`config.mk`:
```
export PLATFORM = sky130hd
export DESIGN_NAME = keypad_scanner
export DESIGN_NICKNAME = d
export VERILOG_FILES = /design/src/rtl/keypad_pkg.sv /design/src/rtl/kp_col_seq.sv /design/src/rtl/kp_qualify.sv /design/src/rtl/kp_key_fifo.sv /design/src/rtl/keypad_scanner.sv
export SDC_FILE = /design/constraint.sdc
export NUM_CORES = 1
export LEC_CHECK = 0
export BUFFER_PORTS_ARGS = -buffer_cell sky130_fd_sc_hd__buf_2
export CORE_ASPECT_RATIO = 0.8
export CORE_MARGIN = 2
export CORE_UTILIZATION = 60
export CTS_CLUSTER_DIAMETER = 30
export DETAILED_ROUTE_END_ITERATION = 8
export PLACE_DENSITY = 0.8
export SLEW_MARGIN = 30
export SYNTH_ARGS = -nofsm -noshare
export SYNTH_HDL_FRONTEND = slang
export SYNTH_SLANG_ARGS = --single-unit
```
`constraint.sdc`:
```
create_clock -name clk -period 3.25 [get_ports clk]
set_clock_uncertainty 0.15 [all_clocks]
set_input_delay 0 -clock clk [delete_from_list [all_inputs] [get_ports clk]]
set_output_delay 0 -clock clk [all_outputs]
set_load 0.005 [all_outputs]
```
`src/rtl/keypad_pkg.sv`:
```
package keypad_pkg;

  localparam int NCOL     = 3;
  localparam int NROW     = 4;
  localparam int NKEY     = NCOL * NROW;
  localparam int ID_W     = 4;
  localparam int CODE_W   = ID_W + 2;
  localparam int STAR_POS = NKEY - 3;
  localparam int ZERO_POS = NKEY - 2;
  localparam int HASH_POS = NKEY - 1;
  localparam logic [ID_W-1:0] ID_STAR = 4'hA;
  localparam logic [ID_W-1:0] ID_HASH = 4'hB;

  typedef struct packed {
    logic            star;
    logic            hash;
    logic [ID_W-1:0] id;
  } key_code_t;

  // matrix position of a digit
  function automatic int digit_pos(input int d);
    return (d == 0) ? ZERO_POS : d - 1;
  endfunction

  // pressed-key vector to key code: lowest digit wins, function flags alongside
  function automatic key_code_t encode_keys(input logic [NKEY-1:0] p);
    key_code_t c;
    logic      found;
    c.star = p[STAR_POS];
    c.hash = p[HASH_POS];
    c.id   = ID_HASH;
    found  = 1'b0;
    for (int d = 0; d < 10; d++) begin
      if (!found && p[digit_pos(d)]) begin
        c.id  = ID_W'(d);
        found = 1'b1;
      end
    end
    if (!found) c.id = p[STAR_POS] ? ID_STAR : ID_HASH;
    return c;
  endfunction

endpackage

```
`src/rtl/kp_col_seq.sv`:
```
module kp_col_seq
  import keypad_pkg::*;
#(
  parameter int SETTLE_CYC = 4
) (
  input  logic            clk,
  input  logic            rst_n,
  input  logic [NROW-1:0] rows_n,
  output logic [NCOL-1:0] col_n,
  output logic            snap_vld,
  output logic [NKEY-1:0] snap
);

  localparam int SW = (SETTLE_CYC > 1) ? $clog2(SETTLE_CYC) : 1;
  localparam int CW = $clog2(NCOL);
  localparam logic [CW-1:0] LAST_COL = CW'(NCOL - 1);

  logic [CW-1:0]   col_q, col_d;
  logic [SW-1:0]   cnt_q, cnt_d;
  logic [NROW-1:0] sync1_q, sync2_q;
  logic [NKEY-1:0] acc_q, acc_d;
  logic [NKEY-1:0] snap_q, snap_d;
  logic            vld_q, vld_d;
  logic            at_end;

  // one column low at a time
  for (genvar c = 0; c < NCOL; c++) begin : g_col
    assign col_n[c] = (col_q != CW'(c));
  end

  always_comb begin
    at_end = (cnt_q == SW'(SETTLE_CYC - 1));
    cnt_d  = at_end ? '0 : cnt_q + 1'b1;
    col_d  = col_q;
    acc_d  = acc_q;
    if (at_end) begin
      col_d = (col_q == LAST_COL) ? '0 : col_q + 1'b1;
      for (int r = 0; r < NROW; r++) begin
        acc_d[r*NCOL + int'(col_q)] = ~sync2_q[r];
      end
    end
    vld_d  = at_end && (col_q == LAST_COL);
    snap_d = vld_d ? acc_d : snap_q;
  end

  always_ff @(posedge clk or negedge rst_n) begin
    if (!rst_n) begin
      col_q   <= '0;
      cnt_q   <= '0;
      sync1_q <= '1;
      sync2_q <= '1;
      acc_q   <= '0;
      snap_q  <= '0;
      vld_q   <= 1'b0;
    end else begin
      col_q   <= col_d;
      cnt_q   <= cnt_d;
      sync1_q <= rows_n;
      sync2_q <= sync1_q;
      acc_q   <= acc_d;
      snap_q  <= snap_d;
      vld_q   <= vld_d;
    end
  end

  assign snap_vld = vld_q;
  assign snap     = snap_q;

endmodule

```
`src/rtl/kp_qualify.sv`:
```
module kp_qualify
  import keypad_pkg::*;
#(
  parameter int DEBOUNCE_CYC = 25_000_000
) (
  input  logic            clk,
  input  logic            rst_n,
  input  logic            snap_vld,
  input  logic [NKEY-1:0] snap,
  output logic            push,
  output key_code_t       push_code
);

  localparam int TW = $clog2(DEBOUNCE_CYC + 1);

  typedef enum logic [1:0] {ST_IDLE, ST_WAIT, ST_HELD} qstate_t;

  qstate_t   st_q, st_d;
  logic [TW-1:0] tmr_q, tmr_d;
  key_code_t cand_q, cand_d;
  logic      push_q, push_d;
  key_code_t out_q, out_d;
  logic      any_key;
  key_code_t code_now;

  always_comb begin
    any_key  = |snap;
    code_now = encode_keys(snap);
    st_d     = st_q;
    tmr_d    = tmr_q;
    cand_d   = cand_q;
    push_d   = 1'b0;
    out_d    = out_q;
    unique case (st_q)
      ST_IDLE: begin
        if (snap_vld && any_key) begin
          cand_d = code_now;
          tmr_d  = TW'(DEBOUNCE_CYC);
          st_d   = ST_WAIT;
        end
      end
      ST_WAIT: begin
        if (tmr_q != '0) tmr_d = tmr_q - 1'b1;
        if (snap_vld && (tmr_q == '0)) begin
          if (!any_key) begin
            st_d = ST_IDLE;
          end else if (code_now == cand_q) begin
            push_d = 1'b1;
            out_d  = cand_q;
            st_d   = ST_HELD;
          end else begin
            cand_d = code_now;
            tmr_d  = TW'(DEBOUNCE_CYC);
          end
        end
      end
      ST_HELD: begin
        if (snap_vld && !any_key) st_d = ST_IDLE;
      end
      default: st_d = ST_IDLE;
    endcase
  end

  always_ff @(posedge clk or negedge rst_n) begin
    if (!rst_n) begin
      st_q   <= ST_IDLE;
      tmr_q  <= '0;
      cand_q <= '0;
      push_q <= 1'b0;
      out_q  <= '0;
    end else begin
      st_q   <= st_d;
      tmr_q  <= tmr_d;
      cand_q <= cand_d;
      push_q <= push_d;
      out_q  <= out_d;
    end
  end

  assign push      = push_q;
  assign push_code = out_q;

endmodule

```
`src/rtl/kp_key_fifo.sv`:
```
module kp_key_fifo
  import keypad_pkg::*;
#(
  parameter int DEPTH = 4
) (
  input  logic      clk,
  input  logic      rst_n,
  input  logic      push,
  input  key_code_t push_code,
  output logic      out_valid,
  input  logic      out_ready,
  output key_code_t out_code,
  output logic      overflow
);

  localparam int AW = (DEPTH > 1) ? $clog2(DEPTH) : 1;
  localparam int NW = $clog2(DEPTH + 1);
  localparam logic [AW-1:0] LAST = AW'(DEPTH - 1);

  key_code_t     mem_q [DEPTH];
  logic [AW-1:0] wr_q, wr_d, rd_q, rd_d;
  logic [NW-1:0] cnt_q, cnt_d;
  logic          ovf_q, ovf_d;
  logic          pop, accept, drop, full;

  always_comb begin
    full   = (cnt_q == NW'(DEPTH));
    pop    = (cnt_q != '0) && out_ready;
    accept = push && (!full || pop);
    drop   = push && !accept;
    wr_d   = accept ? ((wr_q == LAST) ? '0 : wr_q + 1'b1) : wr_q;
    rd_d   = pop ? ((rd_q == LAST) ? '0 : rd_q + 1'b1) : rd_q;
    cnt_d  = cnt_q;
    if (accept && !pop)      cnt_d = cnt_q + 1'b1;
    else if (pop && !accept) cnt_d = cnt_q - 1'b1;
    ovf_d  = drop || (ovf_q && !pop);
  end

  always_ff @(posedge clk or negedge rst_n) begin
    if (!rst_n) begin
      wr_q  <= '0;
      rd_q  <= '0;
      cnt_q <= '0;
      ovf_q <= 1'b0;
    end else begin
      wr_q  <= wr_d;
      rd_q  <= rd_d;
      cnt_q <= cnt_d;
      ovf_q <= ovf_d;
    end
  end

  // storage: no reset, written only on an accepted push
  always_ff @(posedge clk) begin
    if (accept) mem_q[wr_q] <= push_code;
  end

  assign out_valid = (cnt_q != '0);
  assign out_code  = mem_q[rd_q];
  assign overflow  = ovf_q;

endmodule

```
`src/rtl/keypad_scanner.sv`:
```
module keypad_scanner
  import keypad_pkg::*;
#(
  parameter int SETTLE_CYC   = 4,
  parameter int DEBOUNCE_CYC = 25_000_000,
  parameter int FIFO_DEPTH   = 4
) (
  input  logic              clk,
  input  logic              rst_n,
  input  logic [NROW-1:0]   rows_n,
  output logic [NCOL-1:0]   col_n,
  output logic              key_valid,
  input  logic              key_ready,
  output logic [CODE_W-1:0] key_code,
  output logic              key_overflow
);

  logic            s_vld;
  logic [NKEY-1:0] s_keys;
  logic            q_push;
  key_code_t       q_code;
  key_code_t       f_code;

  kp_col_seq #(.SETTLE_CYC(SETTLE_CYC)) u_seq (
    .clk      (clk),
    .rst_n    (rst_n),
    .rows_n   (rows_n),
    .col_n    (col_n),
    .snap_vld (s_vld),
    .snap     (s_keys)
  );

  kp_qualify #(.DEBOUNCE_CYC(DEBOUNCE_CYC)) u_qual (
    .clk       (clk),
    .rst_n     (rst_n),
    .snap_vld  (s_vld),
    .snap      (s_keys),
    .push      (q_push),
    .push_code (q_code)
  );

  kp_key_fifo #(.DEPTH(FIFO_DEPTH)) u_fifo (
    .clk       (clk),
    .rst_n     (rst_n),
    .push      (q_push),
    .push_code (q_code),
    .out_valid (key_valid),
    .out_ready (key_ready),
    .out_code  (f_code),
    .overflow  (key_overflow)
  );

  assign key_code = f_code;

endmodule

```
==> impl_metrics.toml, run 1 <==
[detailed_routing]
wl_um = 9000
first_pass_iters = 5
viasPerCell = 5.71
antenna_left = 0
wl_per_cell_um = 16.0
drtIter0Drc = 149
vias = 3220
drc = 0

[placed_design]
hpwlAfterDp_um = 6400
routabilityCongestion = 0.897
place_ws_ns = 0.275
io_buffers = 17

[cells_and_area]
diodes = 0
areaGrowthSynthToFinish_pct = 9.37
nNetsFinal = 474
multi_input_area_mm2 = 0.00205
final_layout_size_suffix_gt1_frac = 0.189
regArea_mm2 = 0.00283
fillCellCount = 586

[clock_network]
cts_tree = "built"
cts_buffers = 9
cts.path.max_buffers = 2
clkSlewWorstSetupHoldPaths_ns = 0.10
cts.sinks = 108
clk-insertion-delay-late_ns = 0.37
htreeDepth = 3
postCtsSetupBuffers = 0
clock-root-buffer = "clkbuf_8"

[setup_path]
path_max_fanout = 15
rr_endpoint = "u_qual.cand_q[5]"
crit_path_end = "u_qual.cand_q[5]"
worst_setup_path_start_kind = "flop"
crit_top_cell = "or4_4"
cp-startpoint = "u_qual.tmr_q[3]"
path_cells = "or4_4 > or4_4 > or2_4 > a21o_4 > a31o_4 > mux2_4"
cp_slowest_cell = "or4_4"
critPathKind = "flop to flop"
r2r-start = "u_qual.tmr_q[3]"
required_ns = 3.36
cp.arrival_ns = 3.09
ff2ff_path_depth = 6
crit_buf_inv = 0
slowest_delay_ns = 0.59
critPathCaptureType = "flop"
cp_top_family = "simple AND/OR/NAND/NOR gates"
rrSetupSlack_ns = 0.27
path_depth = 6

[sta]
tightest_slew_ns = 0.731
hold_viol = 0
finalWorstSetupSlack_ns = 0.268
setup_violations = 0
period_minus_slack_ns = 2.98
fmax_mhz = 335
report.final.slew_viol_count = 0
max_slew_margin = 0.512
rsz0062_at_grt = "false"
finalCritPeriodShare = 0.917
fin_setup_tns_ns = 0

[synthesis]
yosysWarnings = 0
netlist_area_mm2 = 0.00502
synth_top_area_share = 0.379
synthFlopType = "dfrtp_1"
synth-adder-area-share = 0.0414
synth-edff-count = 24
syn-num-nets = 445
syn_inst = 422
synth_compound_area_frac = 0.0720
synth-xor-area-share = 0.0488
yosys-top-cells-area = "dfrtp_1 (38%), edfxtp_1 (14%), mux2_2 (4.3%)"
synth_mux_area_frac = 0.110
ys_top_cells_by_count = "dfrtp_1 (76), nand2_1 (46), nor2_1 (31)"
synth_most_common_cell = "dfrtp_1"
synth_top_family_by_area = "simple AND/OR/NAND/NOR gates"
synth-seq-cells = 108
synth_cell_types = 57
yosysSeqAreaShare = 0.564
syn_area_per_cell_um2 = 11.9
synth-simple-area-share = 0.137
ys_async_sr_fraction = 0.778
synth_top_cell_by_area = "dfrtp_1"

[die]
rows = 29
dieArea_mm2 = 0.00912
core_area_mm2 = 0.00802
die_w_um = 106
fp.dieH_um = 85.8
start_util = 0.626
ios = 18

[grt]
grt_pass1_vias = 3340
antenna_found_initial = 0
overflow = 0
grt_first_pass_wirelength_um = 15600
grt_usage = 0.218
grt_max_degree = 85
use_met2 = 0.357
top_usage_layer = "met2"
met1_usage = 0.299
grtUsageMet3 = 0.0448

[flow_run]
cap_violations = 0

[power]
p_leak_nw = 2.37
powerDensity_mw_per_mm2 = 454
ir_drop_mv = 0.306

[hold_path]
min_path_type = "input port to async pin"

[status]
run_status = "finished clean"
-- worst min-delay path by stage --
stage               slack (ns)      start  cells past startpoint                to
floorplan                -0.45      rst_n                      0   u_fifo.cnt_q[0]
CTS                       0.10  rows_n[2]                      2  u_seq.sync1_q[2]
global placement         -0.05  rows_n[3]                      1  u_seq.sync1_q[3]
finish                    0.10      rst_n                      2    u_seq.acc_q[3]
global route              0.10  rows_n[1]                      2  u_seq.sync1_q[1]
detailed placement       -0.05      rst_n                      1    u_seq.acc_q[3]
-- area by class of cell --
| class | instances | share of cell area |
|---|---|---|
| clock buffers | 11 | 0.0246 |
| well taps | 108 | 0.0246 |
| repair buffers | 29 | 0.0358 |
| inverters | 24 | 0.0164 |
| flip-flops and latches | 108 | 0.516 |
| multi-input cells | 279 | 0.373 |
| clock inverters | 5 | 0.00934 |
-- routing by layer --
metal / vias to the layer above / wire (um) / share of wire
met4: 0 / 100 / 0.011
li1: 1539 / - / -
met2: 61 / 4500 / 0.50
met1: 1609 / 4090 / 0.45
met5: - / 0 / 0
met3: 11 / 318 / 0.035
-- metrics by stage --
step	power [mW]	utilization	std cells	hold slack, ns	cell area [um2]
detailed placement	1.76	0.654	542	-0.0504	5250
CTS	2.51	0.685	564	0.102	5490
finish	2.50	0.685	564	0.104	5490
global route	2.60	0.685	564	0.100	5490
global placement	1.75	0.654	542	-0.0452	5240
floorplan	1.69	-	422	-0.446	5020
-- registers in the layout (all words and copies together) (netlist names) --
register and count:
u_qual.tmr_q 25, u_fifo.mem_q 24, u_seq.snap 12, u_seq.acc_q 11, u_qual.cand_q 6, u_qual.push_code 6
u_seq.sync1_q 4, u_seq.sync2_q 4, u_fifo.cnt_q 3, u_fifo.rd_q 2, u_fifo.wr_q 2, u_qual.st_q 2
u_seq.cnt_q 2, u_seq.col_q 2, u_fifo.overflow 1, u_qual.push 1, u_seq.snap_vld 1
-- placed cells by master, fill, tap and decap left out, types with 9 or more instances in the layout --
| cell | synthesis | layout |
|---|---|---|
| o21ai_0 | 26 | 26 |
| nor4_1 | 10 | 10 |
| nor2_1 | 31 | 31 |
| nand2_1 | 46 | 46 |
| edfxtp_1 | 24 | 24 |
| clkbuf_8 | 0 | 9 |
| dfrtp_1 | 76 | 76 |
| mux2_2 | 19 | 19 |
| inv_1 | 23 | 23 |
| ha_1 | 15 | 15 |
| buf_2 | 2 | 16 |
| mux2i_1 | 16 | 16 |
| xnor2_1 | 23 | 23 |
-- cells by family after synthesis --
kind of cell | Yosys count
adders and majority gates | 16
buffers and inverters | 35
AOI/OAI and AO/OA | 53
xor gates and xnor gates | 28
and+or+nand+nor | 138
muxes | 44
DFF | 108
-- report_power, final --
| group | switching (mW) | internal (mW) |
|---|---|---|
| logic | 0.114 | 0.0979 |
| clock network | 0.453 | 0.300 |
| registers | 0.0739 | 1.46 |
-- what timing repair did --
action | in CTS | in global routing
endpoints found under the hold margin | 91 | 0
hold buffers | 6 | 0
gates resized for setup | 0 | 0
Power figures use the tool's default switching activity.
==> run 2, diff against run 1 <==
Settings changed: CELL_PAD_IN_SITES_DETAIL_PLACEMENT from default to 0, CELL_PAD_IN_SITES_GLOBAL_PLACEMENT from default to 1, CORE_UTILIZATION 60 to 50, PLACE_DENSITY 0.8 to 0.81.
==> impl_metrics.toml, run 2 (synthesized netlist as in run 1, its figures left out) <==
[detailed_routing]
wl_per_cell_um = 14.6
viasPerCell = 5.22
antenna_left = 0
wl_um = 8620
first_pass_iters = 4
drtIter0Drc = 125
vias = 3083
drc = 0

[setup_path]
critPathCaptureType = "flop"
crit_buf_inv = 0
critPathKind = "flop to flop"
crit_top_cell = "or4_4"
worst_setup_path_start_kind = "flop"
required_ns = 3.34
path_max_fanout = 15
slowest_delay_ns = 0.58
cp_top_family = "simple AND/OR/NAND/NOR gates"
cp_slowest_cell = "or4_4"
cp.arrival_ns = 3.05
path_cells = "or4_4 > or4_4 > or2_4 > a21o_4 > a31o_4 > mux2_4"

[sta]
finalCritPeriodShare = 0.914
period_minus_slack_ns = 2.97
rsz0062_at_grt = "false"
tightest_slew_ns = 0.789
report.final.slew_viol_count = 0
finalWorstSetupSlack_ns = 0.281
fmax_mhz = 337
hold_viol = 0
max_slew_margin = 0.474
setup_violations = 0
hold_ws_ns = 0.0905
fin_setup_tns_ns = 0

[hold_path]
min_path_type = "input port to async pin"

[clock_network]
clk-insertion-delay-late_ns = 0.35
clkSlewWorstSetupHoldPaths_ns = 0.07
clock-root-buffer = "clkbuf_16"
cts_buffers = 9
htreeDepth = 3
postCtsSetupBuffers = 0
cts_tree = "built"
cts.sinks = 108
cts.path.max_buffers = 2

[status]
run_status = "finished clean"

[die]
die_w_um = 116
ios = 18
start_util = 0.518
dieArea_mm2 = 0.0109
rows = 32
fp.dieH_um = 93.6
core_area_mm2 = 0.00969

[cells_and_area]
final_layout_size_suffix_gt1_frac = 0.185
fin_cells = 591
most-common-layout-cells = "dfrtp_1 (76), nand2_1 (46), nor2_1 (31)"
diodes = 0
largest_register_ffs = 25
areaGrowthSynthToFinish_pct = 12.4
final_area_mm2 = 0.00564
regMostFlops = "u_qual.tmr_q"
fin_util = 0.583
nNetsFinal = 473
final_common_cell = "dfrtp_1"

[placed_design]
dp.cells = 569
hpwlAfterDp_um = 6020
placed_area_mm2 = 0.00529
routabilityCongestion = 0.776
place_ws_ns = 0.284
io_buffers = 17

[grt]
grt_first_pass_wirelength_um = 15000
grt_max_degree = 85
overflow = 0
grt_pass1_vias = 3070
grt_usage = 0.180
antenna_found_initial = 0

[flow_run]
cap_violations = 0

[power]
ir_drop_mv = 0.289
powerDensity_mw_per_mm2 = 500
power.total_mw = 2.82
p_leak_nw = 2.41
run 2: changes by cell type in the layout (fill, tap and decap cells not counted), moves of 2 or more:
| cell | change |
|---|---|
| buf_4 | -2 |
| clkinv_4 | -3 |
| clkinv_1 | +2 |
| clkbuf_8 | -9 |
| clkbuf_16 | +9 |
run 2: metal layers:
metal / up-vias / wire length (um) / share of wire / GRT usage
li1: 1547 / - / - / -
met1: 1478 / 4430 / 0.51 / 0.257
met2: 49 / 3800 / 0.44 / 0.275
met3: 9 / 311 / 0.036 / 0.0525
met4: 0 / 80 / 0.0093 / 0.0387
met5: - / 0 / 0 / 0
run 2: cell type report:
type | count | area, um2
clock inverters | 7 | 73.8
fillers | 826 | 4050
repair buffers | 28 | 201
flip-flops and latches | 108 | 2830
well taps | 136 | 170
multi-input cells | 279 | 2050
inverters | 24 | 90.1
clock buffers | 9 | 225
run 2: worst paths after layout:
kind	slack, ns	depth (start not counted)	from	to
worst max register to register	0.28	6	u_qual.tmr_q[3]	u_qual.cand_q[5]
worst max-delay path	0.28	6	u_qual.tmr_q[3]	u_qual.cand_q[5]
worst min register to register	0.21	0	u_seq.sync1_q[1]	u_seq.sync2_q[1]
min in group clk	0.14	2	rows_n[2]	u_seq.sync1_q[2]
worst min-delay path	0.09	2	rst_n	u_seq.acc_q[4]
max in group asynchronous	2.28	2	rst_n	u_seq.acc_q[10]
run 2: repair_timing:
item / 4_1_cts / 5_1_grt
resized for setup: 0 / 0
setup endpoints to repair: 0 / 0
hold buffers: 6 / 0
hold endpoints to repair: 88 / 0
run 2: report_power, final:
group          switching [mW]  internal (mW)  leakage (nW)  total (mW)
clock                   0.481          0.601         0.143        1.08
sequential             0.0715           1.46          1.27        1.53
combinational           0.111         0.0978         0.999       0.209
==> run 3, diff against run 2 <==
Settings changed: BUFFER_PORTS_ARGS -buffer_cell sky130_fd_sc_hd__buf_2 to -buffer_cell sky130_fd_sc_hd__buf_4.
==> impl_metrics.toml, run 3 (synthesized netlist as in run 1, its figures left out) <==
[setup_path]
path_cells = "or4_4 > or4_4 > or2_4 > a21o_4 > a31o_4 > mux2_4"
cp_top_family = "simple AND/OR/NAND/NOR gates"
r2r-start = "u_qual.tmr_q[3]"
worst_setup_path_start_kind = "flop"
slowest_delay_ns = 0.59
critPathKind = "flop to flop"
path_max_fanout = 15
crit_top_cell = "or4_4"
rr_endpoint = "u_qual.cand_q[5]"
required_ns = 3.34
cp_slowest_cell = "or4_4"
rrSetupSlack_ns = 0.26
crit_buf_inv = 0
ff2ff_path_depth = 6
cp.arrival_ns = 3.08
critPathCaptureType = "flop"

[detailed_routing]
vias = 3151
drtIter0Drc = 145
antenna_left = 0
wl_per_cell_um = 15.1
drc = 0
first_pass_iters = 4
viasPerCell = 5.33
wl_um = 8930

[sta]
max_slew_margin = 0.491
period_minus_slack_ns = 2.99
report.final.slew_viol_count = 0
fmax_mhz = 334
fin_setup_tns_ns = 0
rsz0062_at_grt = "false"
hold_viol = 0
finalCritPeriodShare = 0.921
setup_violations = 0
tightest_slew_ns = 0.764

[grt]
grt_max_degree = 85
grt_usage = 0.185
antenna_found_initial = 0
grt_first_pass_wirelength_um = 15300
grt_pass1_vias = 3058
overflow = 0

[clock_network]
cts_tree = "built"
clock-root-buffer = "clkbuf_16"
cts.path.max_buffers = 2
clk-insertion-delay-late_ns = 0.35
cts.sinks = 108
htreeDepth = 3
cts_buffers = 9
clkSlewWorstSetupHoldPaths_ns = 0.07

[cells_and_area]
largest_register_ffs = 25
fillCellCount = 799
diodes = 0
multi_input_area_mm2 = 0.00205
fin_util = 0.590
regMostFlops = "u_qual.tmr_q"
nNetsFinal = 473
final_layout_size_suffix_gt1_frac = 0.189
most-common-layout-cells = "dfrtp_1 (76), nand2_1 (46), nor2_1 (31)"
areaGrowthSynthToFinish_pct = 13.9
regArea_mm2 = 0.00283
final_common_cell = "dfrtp_1"

[die]
fp.dieH_um = 93.6
core_area_mm2 = 0.00969
dieArea_mm2 = 0.0109
rows = 32
die_w_um = 116
ios = 18
start_util = 0.518

[status]
run_status = "finished clean"

[placed_design]
io_buffers = 17
routabilityCongestion = 0.808
hpwlAfterDp_um = 6190

[power]
powerDensity_mw_per_mm2 = 515
p_leak_nw = 2.44
ir_drop_mv = 0.301

[hold_path]
min_path_type = "input port to async pin"

[flow_run]
cap_violations = 0
[run 3: report_power, final]
| part | switching, mW | internal [mW] |
|---|---|---|
| clock network | 0.506 | 0.689 |
| logic | 0.117 | 0.0996 |
| registers | 0.0735 | 1.46 |
| total | 0.697 | 2.25 |
[run 3: worst max-delay path by stage]
| stage | startpoint | to | slack, ns | cells after the start |
|---|---|---|---|---|
| global route | u_qual.tmr_q[3] | u_qual.tmr_q[7] | 0.18 | 7 |
| CTS | u_qual.tmr_q[3] | u_qual.cand_q[5] | 0.26 | 6 |
| global placement | u_qual.tmr_q[3] | u_qual.cand_q[4] | 0.31 | 6 |
| finish | u_qual.tmr_q[3] | u_qual.cand_q[5] | 0.26 | 6 |
| detailed placement | u_qual.tmr_q[3] | u_qual.cand_q[5] | 0.27 | 6 |
| floorplan | u_qual.tmr_q[3] | u_qual.cand_q[2] | 0.39 | 6 |
[run 3: timing repair]
| item | in CTS | in global routing |
|---|---|---|
| setup buffers | 0 | 0 |
| hold endpoints to repair | 90 | 0 |
| hold buffers | 6 | 0 |
| resized for setup | 0 | 0 |
| endpoints found under the setup margin | 0 | 0 |
[run 3: metal layers]
layer / wire length, um / vias up / track usage
met4: 105 / 0 / 0.0556
met3: 309 / 10 / 0.0486
li1: - / 1547 / -
met2: 3950 / 51 / 0.266
met1: 4560 / 1543 / 0.277
met5: 0 / - / 0
[run 3: layout make-up]
cell class,instances,area share
Timing Repair Buffer,28,0.0422
Inverter,24,0.0158
Clock buffer,9,0.0394
Tap cell,136,0.0298
Multi-Input combinational cell,279,0.359
Sequential cell,108,0.496
Clock inverter,7,0.0186
[run 3: metrics by stage]
step / setup slack [ns] / hold slack, ns / total power, mW / instance area, um2 / instances
floorplan: 0.394 / -0.446 / 1.69 / 5020 / 422
global placement: 0.313 / -0.0409 / 1.75 / 5320 / 569
detailed placement: 0.272 / -0.0402 / 1.77 / 5330 / 569
CTS: 0.262 / 0.135 / 2.97 / 5720 / 591
global route: 0.178 / 0.133 / 3.07 / 5720 / 591
finish: 0.256 / 0.108 / 2.94 / 5720 / 591
